### src/rtl/adc_sar_seq.sv
module adc_sar_seq #(
  parameter int RES    = 10,
  parameter int RC_DIV = 4
) (
  input  logic           clk,
  input  logic           rst_n,
  input  logic           reg_we,
  input  logic [1:0]     reg_addr,
  input  logic [7:0]     reg_wdata,
  output logic [7:0]     reg_rdata,
  input  logic           sleep_req,
  input  logic           wake_en,
  input  logic           cmp_in,
  output logic [3:0]     chan_sel,
  output logic [3:0]     port_cfg,
  output logic [RES-1:0] dac_code,
  output logic           adc_pwr,
  output logic           wake_req
);
  localparam int BW   = $clog2(RES);
  localparam int DMAX = (RC_DIV > 32) ? RC_DIV : 32;
  localparam int DW   = $clog2(DMAX) + 1;

  typedef enum logic [1:0] {S_IDLE, S_DLY, S_CONV, S_TAIL} st_t;

  st_t            st_q;
  logic           en_q, go_q, just_q, irq_q, wake_q, tail_q;
  logic [3:0]     chan_q, pcfg_q;
  logic [1:0]     cks_q;
  logic [RES-1:0] code_q, res_q;
  logic [BW-1:0]  bit_q;
  logic [DW-1:0]  tdiv_q, per;
  logic [15:0]    rpair;

  always_comb begin
    case (cks_q)
      2'd0:    per = DW'(2);
      2'd1:    per = DW'(8);
      2'd2:    per = DW'(32);
      default: per = DW'(RC_DIV);
    endcase
  end

  wire tick     = (tdiv_q == per - 1'b1);
  wire wr0      = reg_we && (reg_addr == 2'd0);
  wire wr1      = reg_we && (reg_addr == 2'd1);
  wire start    = wr0 && reg_wdata[0] && reg_wdata[1] && !go_q && !sleep_req;
  wire sw_abort = wr0 && go_q && !(reg_wdata[0] && reg_wdata[1]);
  wire sl_abort = go_q && sleep_req && (cks_q != 2'd3);
  wire abort    = sw_abort || sl_abort;

  always_ff @(posedge clk) begin
    if (!rst_n) begin
      st_q   <= S_IDLE;
      en_q   <= 1'b0;
      go_q   <= 1'b0;
      just_q <= 1'b0;
      irq_q  <= 1'b0;
      wake_q <= 1'b0;
      tail_q <= 1'b0;
      chan_q <= '0;
      pcfg_q <= '0;
      cks_q  <= '0;
      code_q <= '0;
      res_q  <= '0;
      bit_q  <= '0;
      tdiv_q <= '0;
    end else begin
      if (wr0) begin
        en_q   <= reg_wdata[0];
        cks_q  <= reg_wdata[3:2];
        chan_q <= reg_wdata[7:4];
      end
      if (wr1) begin
        pcfg_q <= reg_wdata[3:0];
        irq_q  <= reg_wdata[6];
        just_q <= reg_wdata[7];
      end
      if (!sleep_req) wake_q <= 1'b0;
      if (st_q == S_DLY || tick) tdiv_q <= '0;
      else                       tdiv_q <= tdiv_q + 1'b1;

      if (abort) begin
        st_q   <= S_IDLE;
        go_q   <= 1'b0;
        code_q <= '0;
      end else begin
        case (st_q)
          S_IDLE: if (start) begin
            go_q <= 1'b1;
            st_q <= S_DLY;
          end
          S_DLY: begin
            st_q   <= S_CONV;
            code_q <= RES'(1) << (RES - 1);
            bit_q  <= BW'(RES - 1);
          end
          S_CONV: if (tick) begin
            code_q[bit_q] <= cmp_in;
            if (bit_q != '0) begin
              code_q[bit_q - 1'b1] <= 1'b1;
              bit_q <= bit_q - 1'b1;
            end else begin
              st_q   <= S_TAIL;
              tail_q <= 1'b0;
            end
          end
          default: if (tick) begin
            tail_q <= 1'b1;
            if (tail_q) begin
              st_q   <= S_IDLE;
              go_q   <= 1'b0;
              irq_q  <= 1'b1;
              res_q  <= code_q;
              code_q <= '0;
              if (sleep_req && wake_en) wake_q <= 1'b1;
            end
          end
        endcase
      end
    end
  end

  assign rpair = just_q ? 16'(res_q) : {res_q, {(16 - RES){1'b0}}};

  always_comb begin
    case (reg_addr)
      2'd0:    reg_rdata = {chan_q, cks_q, go_q, en_q};
      2'd1:    reg_rdata = {just_q, irq_q, 2'b00, pcfg_q};
      2'd2:    reg_rdata = rpair[15:8];
      default: reg_rdata = rpair[7:0];
    endcase
  end

  assign chan_sel = chan_q;
  assign port_cfg = pcfg_q;
  assign dac_code = code_q;
  assign adc_pwr  = en_q && (!sleep_req || go_q);
  assign wake_req = wake_q;
endmodule

### config.mk
export PLATFORM = sky130hd
export DESIGN_NAME = adc_sar_seq
export DESIGN_NICKNAME = d
export VERILOG_FILES = /design/src/rtl/adc_sar_seq.sv
export SDC_FILE = /design/constraint.sdc
export NUM_CORES = 1
export LEC_CHECK = 0
export BUFFER_PORTS_ARGS = -buffer_cell sky130_fd_sc_hd__buf_2
export CELL_PAD_IN_SITES_DETAIL_PLACEMENT = 0
export CELL_PAD_IN_SITES_GLOBAL_PLACEMENT = 1
export CORE_UTILIZATION = 38
export CTS_CLUSTER_SIZE = 14
export DETAILED_ROUTE_END_ITERATION = 16
export PLACE_DENSITY_LB_ADDON = 0.15
export SLEW_MARGIN = 40
export SYNTH_ARGS = -nofsm -noshare
export SYNTH_HDL_FRONTEND = slang
export SYNTH_SLANG_ARGS = --single-unit
### constraint.sdc
create_clock -name clk -period 2.3 [get_ports clk]
set_clock_uncertainty 0.15 [all_clocks]
set_input_delay 0.23 -clock clk [delete_from_list [all_inputs] [get_ports clk]]
set_output_delay 0.23 -clock clk [all_outputs]
set_load 0.02 [all_outputs]
==> metrics.txt <==
status=complete, no violations; final setup TNS=0 ns; gr ovfl total=0; final setup vio count=0; CP Capture Type=flop; clk buf depth=2; die area=7930 um2; initial antenna violation count=0; Post-DRT Antenna Nets=0; Via density=5.27; filler cell count=roughly 760; CTS Buf Count=5; worst skew pair latency=0.30 ns; IO Pins=44; Synth Cell Area=2880 um2; Worst Path Arrival=2.29 ns; CTS tree=yes; WP data required=about 2.4 ns; final wirelength=~7600 um; 1st-pass router iterations=4; Final Hold Fails=0; clk slew on worst S/H paths=0.10 ns; sequential share of the synthesized area=0.334; warnings from Yosys=0; Synth Instances=between 300 and 400; CTS sink count=48; Overall Global Routing Usage=0.191; Yosys cell types=64; startpoint types=flop; pwr/cell area=626 nW/um2; Area after DPL=3290 um2; first-pass GRT wire length=between 10000 and 15000 um; Max-slew headroom=0.622; die width=89.0 um; cells along the critical path=inv_1, ha_1, xor2_1, mux2i_1, buf_4, o32a_2, a311o_1, a21oi_1; CP max-delay cell=o32a_2; Clock Tree Root=clkbuf_8; #FFs+latches synth=48; Syn Nets=roughly 380; Finished Cell Area=3490 um2; core area=7290 um2; DRC=0; fin. max-slew vios=0; placed cell count=slightly below 500; asr flop ratio synth=0; Final #Nets=~430; WP buf/inv=2; main flop type after synthesis=dfxtp_1; R2R Setup Slk=just over 0.1 ns; Final Cycle Share=0.955; CP Max Fanout=11; Pleak=1.47 nW; min Tclk post-route=2.20 ns; Avg Cell Area, Syn=8.27 um2; f_max=between 400 and 500 MHz; post-route insts no fill=between 500 and 600; Via Count=2639; post-DR wirelength/cell=~15 um; routability cong.=0.822; Layout area overhead=21.1%; Core Rows=31; Antenna Diode Count=0; CP top delay family=compound AO/OA/AOI/OAI gates; die height=89.0 um; Initial Util=0.395; critical path type=flop to flop; hpwl dp=about 5600 um; largest net degree at the start of global routing=24; Starting DRT DRC Count=117; Post-synth EDFFs=0; vias in the first global route=between 2000 and 2500; CP peak stage delay=0.47 ns; max cap viols=0; H-tree levels=2; layout cells sized above 1=0.254; input/output buffers=43; Worst-Margin Slew=about 0.57 ns; IR drop worst, VDD=0.259 mV; Min-Delay Path Class=primary input to flop
==> cells in the final DEF (no fill, tap or decap), types with 2 or more instances in the layout <==
master / n
and3_1: 3
dfxtp_1: 47
a21boi_0: 2
o31ai_1: 2
buf_2: 43
a22o_1: 5
clkbuf_8: 5
xnor2_1: 4
buf_4: 25
a21oi_1: 23
nand3b_1: 3
nor2b_1: 7
mux2i_1: 13
xor2_1: 3
inv_1: 11
nor3_1: 4
a22oi_1: 3
nor2_1: 36
a32o_1: 3
ha_1: 15
mux4_2: 2
nor4_4: 2
mux2_2: 6
o21ai_0: 18
a31oi_1: 4
a221o_1: 4
and2_1: 4
nand3_1: 21
or3b_1: 2
nand2_1: 38
or2_2: 3
o21a_1: 3
==> kinds of logic (layout without fill, tap and decap cells) <==
logic type | Yosys count | in the layout | share of synthesized area
mux | 21 | 21 | 0.0843
flops | 48 | 48 | 0.334
fa+ha+maj | 15 | 15 | 0.0652
compound gates | 83 | 83 | 0.203
buf+inv | 36 | 90 | 0.0548
xor+xnor | 8 | 8 | 0.0243
simple gates | 137 | 137 | 0.234
==> worst reg2reg max path, cell delays in order (launching register included) <==
cell and delay (ns):
dfxtp_1 0.34, inv_1 0.07, ha_1 0.21, xor2_1 0.15, mux2i_1 0.12, buf_4 0.18, o32a_2 0.47, a311o_1 0.30
a21oi_1 0.13
==> stage by stage <==
step / setup slack, ns / total power (W) / util / hold WS, ns
after floorplan: 0.115 / 0.00135 / - / 0.199
after global placement: 0.0772 / 0.00153 / 0.451 / 0.297
after detailed placement: 0.0652 / 0.00152 / 0.451 / 0.308
after CTS: 0.0245 / 0.00216 / 0.468 / 0.0140
after global routing: -0.00250 / 0.00231 / 0.478 / 0.0198
final: 0.104 / 0.00218 / 0.478 / 0.0267
==> Yosys cell counts, drive strengths merged (4+ instances only) <==
master / count / share of area
dfxtp: 48 / 0.33
nand2: 39 / 0.052
ha: 15 / 0.065
a221o: 4 / 0.014
a21oi: 23 / 0.040
nor3: 4 / 0.0070
o21ai: 18 / 0.031
nor2b: 7 / 0.015
a31oi: 4 / 0.0087
mux2i: 13 / 0.045
buf: 8 / 0.018
and2: 5 / 0.011
nor2: 37 / 0.049
inv: 11 / 0.014
xnor2: 5 / 0.015
a22o: 5 / 0.015
nand3: 21 / 0.037
clkbuf: 16 / 0.021
mux2: 6 / 0.023
==> final timing paths <==
kind | from | to | cells past startpoint
worst min-delay path | reg_wdata[2] | port_cfg[2] | 3
worst max register to register | cks_q[0] | dac_code[9] | 8
worst max-delay path | cks_q[0] | dac_code[9] | 8
worst min register to register | chan_sel[0] | chan_sel[0] | 2
==> per-layer routing <==
metal,vias up,share of wire,track usage
met3,4,0.047,0.0351
met5,-,0,0
met1,1221,0.47,0.255
li1,1344,-,-
met2,70,0.48,0.317
met4,0,0.0078,0.0548
==> power by group <==
group          leakage (nW)  internal [W]  switching (W)
clock                0.0541      0.000323       0.000312
combinational          1.03      0.000258       0.000356
sequential            0.389      0.000876      0.0000582
==> area by class of cell <==
class | instances | area [um2] | area share
Multi-Input combinational cell | 264 | 1820 | 0.522
Inverter | 12 | 45.0 | 0.0129
Timing Repair Buffer | 70 | 424 | 0.122
Clock inverter | 3 | 42.5 | 0.0122
Sequential cell | 48 | 962 | 0.276
Clock buffer | 5 | 68.8 | 0.0197
Tap cell | 99 | 124 | 0.0355
==> registers in the layout, indices dropped and copies added (netlist names) <==
| name | flops |
|---|---|
| bit_q | 4 |
| chan_sel | 4 |
| cks_q | 2 |
| dac_code | 10 |
| en_q | 1 |
| go_q | 1 |
| irq_q | 1 |
| just_q | 1 |
| port_cfg | 4 |
| res_q | 10 |
| st_q | 2 |
| tail_q | 1 |
| tdiv_q | 6 |
| wake_req | 1 |
==> timing repair <==
item | in CTS | in global routing
endpoints found under the setup margin | 0 | 22
buffers inserted | 0 | 1
hold buffers | 1 | 0
resized for setup | 0 | 13
hold endpoints to repair | 1 | 0
Power figures use the tool's default switching activity.
